### src/rtl/tx_wb_pkg.sv
// Shared constants for the transmit write-back accumulator.
package tx_wb_pkg;
    // Bit of the written status byte that tells software the descriptor is done.
    localparam int STA_DONE_BIT = 0;

    // Write-back mode carried with each request.
    typedef enum logic {
        WB_STATUS_ONLY = 1'b0,
        WB_FULL_DESC   = 1'b1
    } wb_mode_e;
endpackage

### src/rtl/cmp_queue.sv
// Small first-in first-out queue holding completion events.
// Assumes DEPTH is a power of two; push is ignored when full.
module cmp_queue #(
    parameter int W     = 5,
    parameter int DEPTH = 4
) (
    input  logic         clk,
    input  logic         rst_n,
    input  logic         push,
    input  logic [W-1:0] push_data,
    output logic         not_full,
    input  logic         pop,
    output logic         not_empty,
    output logic [W-1:0] pop_data
);
    localparam int PW = $clog2(DEPTH);

    logic [W-1:0] mem [DEPTH];
    logic [PW-1:0] wr_ptr, rd_ptr;
    logic [PW:0]   fill;

    assign not_full  = (fill != (PW+1)'(DEPTH));
    assign not_empty = (fill != '0);
    assign pop_data  = mem[rd_ptr];

    // Store an accepted event.
    always_ff @(posedge clk) begin
        if (push && not_full) mem[wr_ptr] <= push_data;
    end

    // Track pointers and occupancy.
    always_ff @(posedge clk) begin
        if (!rst_n) begin
            wr_ptr <= '0;
            rd_ptr <= '0;
            fill   <= '0;
        end else begin
            if (push && not_full) wr_ptr <= wr_ptr + 1'b1;
            if (pop && not_empty) rd_ptr <= rd_ptr + 1'b1;
            case ({push && not_full, pop && not_empty})
                2'b10:   fill <= fill + 1'b1;
                2'b01:   fill <= fill - 1'b1;
                default: fill <= fill;
            endcase
        end
    end
endmodule

### src/rtl/wb_batcher.sv
// Consumes completions one at a time, advances the head and decides batches.
// Assumes completions arrive in ring order (index equals current head) and
// that the threshold only changes while nothing is pending.
module wb_batcher
    import tx_wb_pkg::*;
#(
    parameter int IDX_W = 4,
    parameter int THR_W = 4
) (
    input  logic             clk,
    input  logic             rst_n,
    input  logic [THR_W-1:0] thresh,
    input  logic [IDX_W-1:0] tail,
    input  logic             q_valid,
    input  logic [IDX_W-1:0] q_idx,
    input  logic             q_rs,
    output logic             q_pop,
    input  logic             iss_idle,
    output logic             b_valid,
    output logic [IDX_W-1:0] b_start,
    output logic [THR_W-1:0] b_count,
    output wb_mode_e         b_mode,
    output logic [IDX_W-1:0] head,
    output logic             irq
);
    logic [THR_W-1:0] pcnt, cnt_inc;
    logic [IDX_W-1:0] pstart, first, nxt_head;
    logic             legacy, joins, closes;

    // Decide what the event at the queue front does.
    always_comb begin
        q_pop    = q_valid && iss_idle;
        legacy   = (thresh == '0);
        nxt_head = head + 1'b1;
        joins    = !legacy && ((pcnt != '0) || q_rs);
        cnt_inc  = pcnt + 1'b1;
        first    = (pcnt == '0) ? q_idx : pstart;
        closes   = joins && ((cnt_inc >= thresh) || (nxt_head == tail));
        b_valid  = q_pop && (legacy ? q_rs : closes);
        b_start  = legacy ? q_idx : first;
        b_count  = legacy ? THR_W'(1) : cnt_inc;
        b_mode   = legacy ? WB_STATUS_ONLY : WB_FULL_DESC;
    end

    // Update head, pending batch and interrupt pulse.
    always_ff @(posedge clk) begin
        if (!rst_n) begin
            head   <= '0;
            pcnt   <= '0;
            pstart <= '0;
            irq    <= 1'b0;
        end else begin
            irq <= 1'b0;
            if (q_pop) begin
                head <= nxt_head;
                irq  <= (nxt_head == tail);
                if (joins) begin
                    pcnt   <= closes ? '0 : cnt_inc;
                    pstart <= first;
                end
            end
        end
    end
endmodule

### src/rtl/wb_issuer.sv
// Holds one write-back request until acknowledged; splits batches at the
// ring wrap point into two consecutive requests.
module wb_issuer
    import tx_wb_pkg::*;
#(
    parameter int IDX_W = 4,
    parameter int THR_W = 4
) (
    input  logic             clk,
    input  logic             rst_n,
    input  logic             b_valid,
    input  logic [IDX_W-1:0] b_start,
    input  logic [THR_W-1:0] b_count,
    input  wb_mode_e         b_mode,
    output logic             idle,
    output logic             wb_valid,
    input  logic             wb_ack,
    output logic [IDX_W-1:0] wb_start,
    output logic [THR_W-1:0] wb_count,
    output wb_mode_e         wb_mode
);
    localparam int RING = 1 << IDX_W;
    localparam int AW   = ((IDX_W > THR_W) ? IDX_W : THR_W) + 1;

    logic [AW-1:0]    room, want;
    logic [THR_W-1:0] rem;

    // Space left before the ring end, and the size asked for.
    always_comb begin
        room = AW'(RING) - AW'(b_start);
        want = AW'(b_count);
        idle = !wb_valid;
    end

    // Load, split and retire requests.
    always_ff @(posedge clk) begin
        if (!rst_n) begin
            wb_valid <= 1'b0;
            wb_start <= '0;
            wb_count <= '0;
            wb_mode  <= WB_STATUS_ONLY;
            rem      <= '0;
        end else if (!wb_valid) begin
            if (b_valid) begin
                wb_valid <= 1'b1;
                wb_start <= b_start;
                wb_mode  <= b_mode;
                if (want > room) begin
                    wb_count <= THR_W'(room);
                    rem      <= THR_W'(want - room);
                end else begin
                    wb_count <= b_count;
                    rem      <= '0;
                end
            end
        end else if (wb_ack) begin
            if (rem != '0) begin
                wb_start <= '0;
                wb_count <= rem;
                rem      <= '0;
            end else begin
                wb_valid <= 1'b0;
            end
        end
    end
endmodule

### src/rtl/tx_wb_accum.sv
// Top of the transmit descriptor status write-back accumulator.
// Queues completion events, advances the head, gathers write-back batches
// and issues them one at a time to a memory engine.
module tx_wb_accum
    import tx_wb_pkg::*;
#(
    parameter int IDX_W = 4,
    parameter int THR_W = 4,
    parameter int QDEPTH = 4
) (
    input  logic             clk,
    input  logic             rst_n,
    input  logic [THR_W-1:0] wb_thresh,
    input  logic [IDX_W-1:0] sw_tail,
    input  logic             cmp_valid,
    output logic             cmp_ready,
    input  logic [IDX_W-1:0] cmp_idx,
    input  logic             cmp_rs,
    output logic             wb_valid,
    input  logic             wb_ack,
    output logic [IDX_W-1:0] wb_start,
    output logic [THR_W-1:0] wb_count,
    output logic             wb_full,
    output logic [7:0]       wb_status,
    output logic [IDX_W-1:0] hw_head,
    output logic             irq_qempty
);
    localparam int QW = IDX_W + 1;

    logic             q_valid, q_pop, iss_idle, b_valid;
    logic [QW-1:0]    q_data;
    logic [IDX_W-1:0] b_start;
    logic [THR_W-1:0] b_count;
    wb_mode_e         b_mode, wb_mode;

    cmp_queue #(.W(QW), .DEPTH(QDEPTH)) u_queue (
        .clk(clk), .rst_n(rst_n),
        .push(cmp_valid), .push_data({cmp_rs, cmp_idx}), .not_full(cmp_ready),
        .pop(q_pop), .not_empty(q_valid), .pop_data(q_data)
    );

    wb_batcher #(.IDX_W(IDX_W), .THR_W(THR_W)) u_batch (
        .clk(clk), .rst_n(rst_n), .thresh(wb_thresh), .tail(sw_tail),
        .q_valid(q_valid), .q_idx(q_data[IDX_W-1:0]), .q_rs(q_data[IDX_W]),
        .q_pop(q_pop), .iss_idle(iss_idle),
        .b_valid(b_valid), .b_start(b_start), .b_count(b_count), .b_mode(b_mode),
        .head(hw_head), .irq(irq_qempty)
    );

    wb_issuer #(.IDX_W(IDX_W), .THR_W(THR_W)) u_issue (
        .clk(clk), .rst_n(rst_n),
        .b_valid(b_valid), .b_start(b_start), .b_count(b_count), .b_mode(b_mode),
        .idle(iss_idle), .wb_valid(wb_valid), .wb_ack(wb_ack),
        .wb_start(wb_start), .wb_count(wb_count), .wb_mode(wb_mode)
    );

    // Present mode and the status byte with its done bit.
    always_comb begin
        wb_full   = (wb_mode == WB_FULL_DESC);
        wb_status = 8'(1 << STA_DONE_BIT);
    end
endmodule

### config.mk
export PLATFORM = sky130hd
export DESIGN_NAME = tx_wb_accum
export DESIGN_NICKNAME = d
export VERILOG_FILES = /design/src/rtl/tx_wb_pkg.sv /design/src/rtl/cmp_queue.sv /design/src/rtl/wb_batcher.sv /design/src/rtl/wb_issuer.sv /design/src/rtl/tx_wb_accum.sv
export SDC_FILE = /design/constraint.sdc
export NUM_CORES = 1
export LEC_CHECK = 0
export BUFFER_PORTS_ARGS = -buffer_cell sky130_fd_sc_hd__buf_2
export CORE_MARGIN = 4
export CORE_UTILIZATION = 50
export DETAILED_ROUTE_END_ITERATION = 7
export PLACE_DENSITY = 0.71
export SYNTH_ARGS = -nofsm -noshare
export SYNTH_HDL_FRONTEND = slang
export SYNTH_SLANG_ARGS = --single-unit
### constraint.sdc
create_clock -name clk -period 6.5 [get_ports clk]
set_input_delay 1.95 -clock clk [delete_from_list [all_inputs] [get_ports clk]]
set_output_delay 1.95 -clock clk [all_outputs]
set_load 0.02 [all_outputs]
# Yosys cells after proc, flatten, opt, wreduce, memory -nomap -nowiden
# Memory sizes are Yosys's and may differ from the RTL's. A register that Yosys moved wholly into a read port is not among the register bits.
# Cells that the tools add are included.
# totals
mem_bits_rw	20
word_cells	78
out_inout_bits	24
n_memories	1
register_bits	34
# classes
n_bitwise	1
n_eq_ne	6
n_lt_le_gt_ge	2
mux	27
n_reduce_logical	21
add_sub_neg	8
# memory_table
memory	depth	word_bits	read_ports	rd_ports_with_merged_regs	write_ports	line	source
u_queue.mem	4	5	1	1	1	cmp_queue.sv:18	logic [W-1:0] mem [DEPTH];
# ops
op	n
2-to-1 mux 4 bit	16
adder 4 x 1 -> 4 bit (second input constant)	2
zero test 4 bit	2
2-to-1 mux 1 bit	8
nonzero test 4 bit	2
logical AND 1 bit	6
one-hot mux 3 bit (2 select lines)	1
AND reduction 2 bit	3
> comparator 4 x 5 -> 1 bit	1
subtractor 5 x 4 -> 5 bit (first input constant)	1
adder 2 x 1 -> 2 bit (second input constant)	2
== test 4 bit	1
greater-or-equal comparator 4 bit	1
2-to-1 mux 2 bit	2
!= test 2 bit (second input constant)	2
nonzero test 2 bit	2
subtractor 4 bit	1
adder 3 x 1 -> 3 bit (second input constant)	1
!= test 3 bit (second input constant)	1
AND reduction 3 bit	1
nonzero test 3 bit	1
subtractor 3 x 1 -> 3 bit (second input constant)	1
== test 2 x 1 -> 1 bit (second input constant)	1
== test 2 bit (second input constant)	1
other kinds (3)	5

# Logic depth before layout (Yosys ltp)
# Gate-level depths: netlist of run 1.
# depth
word_depth	8
depth_mapped	15
ltp_nobuf	15

# Hierarchy
# Synthesis of run 1 repeated with hierarchy kept, for this count alone.
# hier_totals
hier_cells	282
area_unflattened_um2	3044.2
# by_module_without_submodules
mod	instances	area_per_inst_um2	cells_per_inst
cmp_queue	1	1213.7	78
wb_batcher	1	915.9	96
wb_issuer	1	847.1	98
tx_wb_accum	1	67.6	10

# Worst setup path before layout of run 1
# Ideal clock, no wire load.
# synth_timing
path_type	input -> register
start	input port wb_thresh[1]
end	register u_issue.wb_count[0]
n_path_buf	0
t_arrival_ps	4543
setup_slack_ps	1825
required_time_ps	6368
path_stages	13
cell_sequence	nor4_4 nor2_2 mux2i_1 ha_1 inv_1 ha_1 a21oi_1 a221oi_1 a31o_2 a21oi_4 or2_2 o211ai_1 a31oi_1
# synth_via
elab_chain_cells	8
word_cells_on_any_way	17
cone_classes	add/sub (1); order compare (2); mux (6); reduce/logical (8)
# synth_lines
element	line	source
start: declaration	tx_wb_accum.sv:13	input logic [THR_W-1:0] wb_thresh,
parallel branches: the longest is 8 deep, another holds subtractor 5 x 4 -> 5 bit	--	
end signal: assignment	wb_issuer.sv:49	wb_count <= THR_W'(room);
end signal: assignment	wb_issuer.sv:52	wb_count <= b_count;
end signal: assignment	wb_issuer.sv:59	wb_count <= rem;
end: declaration	wb_issuer.sv:19	output logic [THR_W-1:0] wb_count,
# Several ways; the timed one is not identified. The select of a mux whose other input is x is not followed.
# A chain may end at the register's enable or synchronous reset.

# Worst setup path after layout of run 1
# Same ends and word-level chain as after synthesis.

==> results.md, run 1 <==
- Initial Utilization: 0.529
- CP bufs+invs: 2
- Cells along the critical path: buf_2 -> nor4_4 -> nor2_2 -> mux2i_1 -> ha_1 -> inv_1 -> ha_1 -> a21oi_1 -> a221oi_1 -> a31o_2 -> a21oi_4 -> or2_2 -> o211ai_1 -> a31oi_1
- R2r endpoint: u_issue.wb_count[3]
- Worst Reg-to-Reg Cells: 15
- Fraction of layout cells with a size suffix above 1: 0.159
- Vias per inst: 5.32
- Final worst path period share: 0.734
- Placer Congestion: 0.779
- Clock skew: 7.96 ps
- Sequential share of the synthesized area: 0.440
- HP Class: reg -> reg
- Crit path top cell by count: ha_1
- Max-Cap Viols: 0
- Clk pwr share: 0.150
- Critical path's top delay family: compound AO/OA/AOI/OAI gates
- Status: finished, final reports clean
- Number of global-route vias before repair: just under 2000
- Worst rel slew slack: 0.439
- Antenna cells: 0
- Slew @ Worst Pin: between 800 and 900 ps
- Pint: between 0.8 and 0.9 mW
- Vias: 2055
- CTS Buf Count: 5
- Final min period: 4770 ps
- Setup repair after global routing missed its margin: false
- Area leader, netlist: dfxtp_1
- Sink Count: 56
- HPWL after detailed placement: 4190 um
- CTS tree: done
- Logic pwr share: 0.506
- First drt pass iteration count: 4
- Internal reg-to-reg setup slack: 2750 ps
- Warnings from Yosys: 0
- DRC: 0
- RR Startpoint: u_batch.pcnt[0]
- Grt ovf: 0
- Final wirelength: 5500 um
- Required time of the critical path: 6700 ps
- Die width: 85.5 um
- Synth Instances: 284
- Area share of the largest cell type after synthesis: 0.240
- Final setup viols: 0
- Largest net degree at the start of global routing: 38
- Full die area: 7310 um^2
- Flop pwr share: 0.344
- F_max: 0.209 GHz
- Worst Hold Depth: 2
- Crit Path Category: in -> reg
- Ranking of synthesized cells by area: dfxtp_1 (24%), edfxtp_1 (20%), ha_1 (6.7%)
- Startpoint Class: primary input
- Area grow syn2layout: 9.12%
- Register cell area after layout: 1320 um^2
- Worst vdd ir: 0.216 mV
- CP max FO: 8
- Max-slew violations: 0
- Fill cells: 524
- Port Buf Inserts: 32
- GRT Util Overall: 0.160
- Sw frac: 0.412
- Final hold viol count: 0
- Hold Startpoint: u_issue.wb_count[3]
- Worst Hold Endpoint: u_issue.wb_count[3]
- Synthesized cell area: 3000 um^2
- First-pass GRT wire length: roughly 9400 um
- Rows: 27
- Yosys cell types: 50
- PwrDens: 422 nW/um^2
- Clock latency on the worst-skew pair: ~320 ps
- Main flop type after synthesis: dfxtp_1
- Post-synth ARST share: 0
- Post-CTS setup buffers: 0
- CP max-delay cell: nor4_4
- Initial antenna violation count: 0
- Clock-pin slew on the worst setup and hold paths: 110 ps
- Critical Path End Type: flop
- I/O Pins: 41
- FF+latch count, synth: 56
- Syn_area_per_cell: 10.6 um^2
- Setup TNS Final: 0 ps
- Die span in y: 85.5 um
- Largest buffer count on any clock path: 2
- 1st-iter DRT viols: 61
- P_sw: 0.570 mW
- Hold_ws: 476 ps
- Antenna viol nets, final: 0
- Multi-input logic area: 1540 um^2
- Core Area: between 5000 and 6000 um^2
- Post-CTS resize count: 0
- Clk Tree Root Cell: clkbuf_8
- Final net count: between 300 and 400
- Hold buffers post-CTS: 0
- Critical path arrival: 4980 ps
- Lkg Pwr: 1.32 nW
- Number of flops mapped to enable cells by yosys: 20
- Largest stage delay, worst path: 450 ps
- Avg WL per Cell: 14.2 um
- CTS H-tree depth: 2
Yosys cell counts (all sizes together) (2+ instances only):
| cell | count |
|---|---|
| nor3b | 2 |
| nand2 | 14 |
| mux4 | 5 |
| buf | 12 |
| a21boi | 4 |
| inv | 17 |
| nor3 | 3 |
| or3 | 3 |
| fa | 2 |
| nor2b | 13 |
| nand3 | 6 |
| a211oi | 2 |
| o211ai | 5 |
| nor4 | 4 |
| o2bb2ai | 4 |
| xnor2 | 14 |
| o31ai | 3 |
| xor2 | 8 |
| nand2b | 2 |
| ha | 16 |
| conb | 2 |
| clkbuf | 4 |
| a21oi | 13 |
| and2 | 17 |
| mux2i | 9 |
| a21o | 4 |
| o21ai | 12 |
| dfxtp | 36 |
| and3 | 6 |
| nor2 | 12 |
| edfxtp | 20 |
flip-flops by register name, indices dropped and copies added, names as in the netlist, named ones only:
signal            cells
u_queue.mem          20
u_batch.head          4
u_batch.pcnt          4
u_batch.pstart        4
u_issue.rem           4
u_issue.wb_count      4
u_issue.wb_start      4
u_queue.fill          3
u_queue.rd_ptr        2
u_queue.wr_ptr        2
u_batch.irq           1
u_issue.wb_mode       1
u_issue.wb_valid      1
power groups by stage:
stage / Combinational, mW / Sequential, mW / Clock (mW)
after CTS: 0.702 / 0.477 / 0.211
final: 0.701 / 0.476 / 0.208
after global routing: 0.785 / 0.485 / 0.225
after detailed placement: 0.698 / 0.485 / 0
after global placement: 0.690 / 0.483 / 0
after floorplan: 0.555 / 0.487 / 0
worst max path at each step:
stage / startpoint / end / slack, ps / depth (start not counted)
6_report: wb_thresh[1] / u_issue.wb_count[0] / 1730 / 14
5_1_grt: wb_thresh[1] / u_issue.wb_count[3] / 1420 / 14
4_1_cts: wb_thresh[1] / u_issue.wb_count[3] / 1740 / 14
3_5_place_dp: wb_thresh[1] / u_issue.wb_count[3] / 1400 / 14
3_3_place_gp: wb_thresh[1] / u_issue.wb_count[0] / 1530 / 14
2_1_floorplan: wb_thresh[1] / u_issue.wb_count[0] / 1830 / 13
cell usage in the layout, fill, tap and decap left out, types with 4 or more instances in the layout:
cell / count
a21oi_1: 12
nand3_1: 6
ha_1: 16
o2bb2ai_1: 4
conb_1: 8
o211ai_1: 5
nand2_1: 14
a21o_1: 4
xor2_1: 8
mux2i_1: 9
buf_2: 32
nor2_1: 11
clkbuf_8: 5
and3_1: 6
a21boi_0: 4
o21ai_0: 12
and2_1: 17
mux4_1: 4
nor2b_1: 13
dfxtp_1: 36
inv_1: 17
edfxtp_1: 20
xnor2_1: 14
cells by family (layout without fill, tap and decap cells):
kind of cell | after synthesis | in the layout | synth area share
multiplexers | 14 | 14 | 0.0725
adder cells (fa/ha/maj) | 18 | 18 | 0.0800
XOR/XNOR | 22 | 22 | 0.0642
AO/OA/AOI/OAI | 52 | 52 | 0.118
AND/OR/NAND/NOR | 87 | 87 | 0.168
buffers and inverters | 33 | 57 | 0.0550
flip-flops | 56 | 56 | 0.440
other | 2 | 8 | 0.00250
layer usage:
layer	track usage	share of wire
met5	0	0
met4	0.0374	0.010
met3	0.0375	0.047
met2	0.263	0.48
met1	0.216	0.46
worst min-delay path, cell delays in order, from the launching register on:
cell and delay [ps]:
dfxtp_1 330, nand3_1 60, o31ai_1 60
stage by stage:
step	cell area [um^2]	util	cells	power, mW	setup WS (ps)
finish	3280	0.577	386	1.38	1730
global route	3280	0.577	386	1.50	1420
CTS	3280	0.577	386	1.39	1740
detailed placement	3170	0.559	378	1.18	1400
global placement	3170	0.559	378	1.17	1530
floorplan	3030	-	290	1.04	1830
area by class of cell:
class                      count  area share
timing repair buffer          32      0.0489
multi-input combinational    201       0.470
clock buffer                   5      0.0210
clock inverter                 3      0.0103
sequential                    56       0.403
tap                           72      0.0275
inverter                      17      0.0195
(Power assumes the default switching activity.)
==> run 2, diff against run 1 <==
clock period = 4.7 ns   (was 6.5 ns; I/O delays follow)
==> run 2 against run 1 <==
  * Flip-flop and latch count unchanged
  * Cell count grew 0.78%
  * Sequential power is 38% higher
  * Sequential share of layout area down 0.17 points
  * Final area rose by 0.42%
  * Worst setup slack worse by 1200 ps
  * Count of clock-buffer cells in the layout did not move
  * Register-to-register slack worse by 1900 ps
  * Clock skew increased by 2.0 ps
  * Non-clock buffer count grew 3
  * Die area unchanged
  * Largest cell class unchanged
  * Highest routed layer unchanged
==> results.md, run 2 (synthesis gave the netlist of run 1 again) <==
- Status: finished, final reports clean (unchanged)
- Worst Reg-to-Reg Cells: 15 (unchanged)
- Worst Hold Depth: 2 (unchanged)
- Final setup viols: 0 (unchanged)
- Setup repair after global routing missed its margin: false (unchanged)
- Startpoint Class: primary input (unchanged)
- Lkg Pwr: 1.33 nW (was 1.32 nW)
- R2r endpoint: u_issue.wb_count[3] (unchanged)
- Die width: 85.5 um (unchanged)
- Die span in y: 85.5 um (unchanged)
- CP max FO: 8 (unchanged)
- GRT Util Overall: 0.162 (was 0.160)
- Hold Startpoint: u_issue.wb_count[3] (unchanged)
- HPWL after detailed placement: 4110 um (was 4190 um)
- Required time of the critical path: 4940 ps (was 6700 ps)
- Critical path arrival: 4390 ps (was 4980 ps)
- Worst Hold Endpoint: u_issue.wb_count[3] (unchanged)
- Post-CTS resize count: 0 (unchanged)
- Worst vdd ir: 0.283 mV (was 0.216 mV)
- Final worst path period share: 0.883
- Largest buffer count on any clock path: 2 (unchanged)
- PwrDens: 586 nW/um^2 (was 422 nW/um^2)
- Initial Utilization: 0.529 (unchanged)
- CTS tree: done (unchanged)
- I/O Pins: 41 (unchanged)
- Antenna viol nets, final: 0 (unchanged)
- Max-slew violations: 0 (unchanged)
- Core Area: 5680 um^2 (unchanged)
- Vias: 2082 (was 2055)
- Slew @ Worst Pin: 852 ps (was 839 ps)
- Final hold viol count: 0 (unchanged)
- DRC: 0 (unchanged)
- Largest Register: u_queue.mem (unchanged)
- Internal reg-to-reg setup slack: 860 ps (was 2750 ps)
- Most frequent cells in the layout: dfxtp_1 (36), buf_2 (32), edfxtp_1 (20) (unchanged)
- Clock-pin slew on the worst setup and hold paths: 100 ps (was 110 ps)
- Placer Congestion: 0.870 (was 0.779)
- Commonest non-fill, non-tap cell in the layout: dfxtp_1 (unchanged)
- RR Startpoint: u_batch.pcnt[0] (unchanged)
- Critical Path End Type: flop (unchanged)
- Port Buf Inserts: 32 (unchanged)
- Fraction of layout cells with a size suffix above 1: 0.167 (was 0.159)
- Worst rel slew slack: 0.430 (was 0.439)
- First-pass GRT wire length: 9560 um (was 9360 um)
- 1st-iter DRT viols: 77 (was 61)
- Max-Cap Viols: 0 (unchanged)
- Area grow syn2layout: 9.58% (was 9.12%)
- Largest net degree at the start of global routing: 38 (unchanged)
- F_max: 0.241 GHz
- Vias per inst: 5.35 (was 5.32)
- Post-CTS setup buffers: 0 (unchanged)
- Crit Path Category: in -> reg (unchanged)
- Clock latency on the worst-skew pair: 310 ps (was 320 ps)
- CTS Buf Count: 5 (unchanged)
- Final wirelength: 5640 um (was 5500 um)
- HP Class: reg -> reg (unchanged)
- Clock skew: 9.95 ps (was 7.96 ps)
- Number of global-route vias before repair: 2001 (was 1937)
- Final min period: 4150 ps
- Total chip power: 1.93 mW (was 1.38 mW)
- Grt ovf: 0 (unchanged)
- Full die area: 7310 um^2 (unchanged)
- Setup TNS Final: 0 ps (unchanged)
- Initial antenna violation count: 0 (unchanged)
- Clk Tree Root Cell: clkbuf_8 (unchanged)
- Sink Count: 56 (unchanged)
- CTS H-tree depth: 2 (unchanged)
- Antenna cells: 0 (unchanged)
- Final net count: 351 (was 348)
- Avg WL per Cell: 14.5 um (was 14.2 um)
- Hold buffers post-CTS: 0 (unchanged)
- Max FFs per register: 20 (unchanged)
- First drt pass iteration count: 4 (unchanged)
- Rows: 27 (unchanged)
run 2: power breakdown:
part / switching, mW / internal [mW]
Combinational: 0.564 / 0.430
Clock: 0.168 / 0.109
Sequential: 0.0678 / 0.589
Total: 0.800 / 1.13
run 2: area by class of cell:
class                   count  area (um^2)
flip-flops and latches     56         1320
well taps                  72         90.1
fillers                   519         2380
inverters                  17         63.8
multi-input cells         201         1540
clock inverters             3         25.0
clock buffers               5         68.8
repair buffers             35          183
run 2: metrics by stage:
step | std cells | setup slack (ps) | hold WS, ps | area [um^2] | utilization
after detailed placement | 381 | 332 | 468 | 3200 | 0.563
after floorplan | 290 | 565 | 464 | 3030 | -
after global routing | 389 | 378 | 533 | 3290 | 0.580
final | 389 | 549 | 480 | 3290 | 0.580
after CTS | 389 | 602 | 484 | 3290 | 0.580
after global placement | 381 | 404 | 462 | 3200 | 0.563
run 2: worst max path at each step:
| stage | cells after the start | slack, ps | start | to |
|---|---|---|---|---|
| final | 14 | 550 | wb_thresh[1] | u_issue.wb_count[3] |
| after global routing | 14 | 380 | wb_thresh[1] | u_issue.wb_count[3] |
| after CTS | 14 | 600 | wb_thresh[1] | u_issue.wb_count[3] |
| after detailed placement | 14 | 330 | wb_thresh[1] | u_issue.wb_count[0] |
| after global placement | 14 | 400 | wb_thresh[1] | u_issue.wb_count[0] |
| after floorplan | 13 | 570 | wb_thresh[1] | u_issue.wb_count[0] |
run 2: routing by layer:
layer	wire [um]	global-route usage	vias to the layer above	part of all wire
li1	-	-	1049	-
met1	2720	0.219	978	0.48
met2	2590	0.258	43	0.46
met3	212	0.0327	12	0.038
met4	121	0.0590	0	0.021
met5	0	0	-	0
run 2: critical path, cell delays in order:
cell and delay [ps]:
buf_2 130, nor4_4 310, nor2_2 150, mux2i_1 350, ha_1 330, inv_1 100
ha_1 250, a21oi_1 250, a221oi_1 140, a31o_2 300, a21oi_4 210, or2_2 180
a21oi_1 70, o31ai_1 210
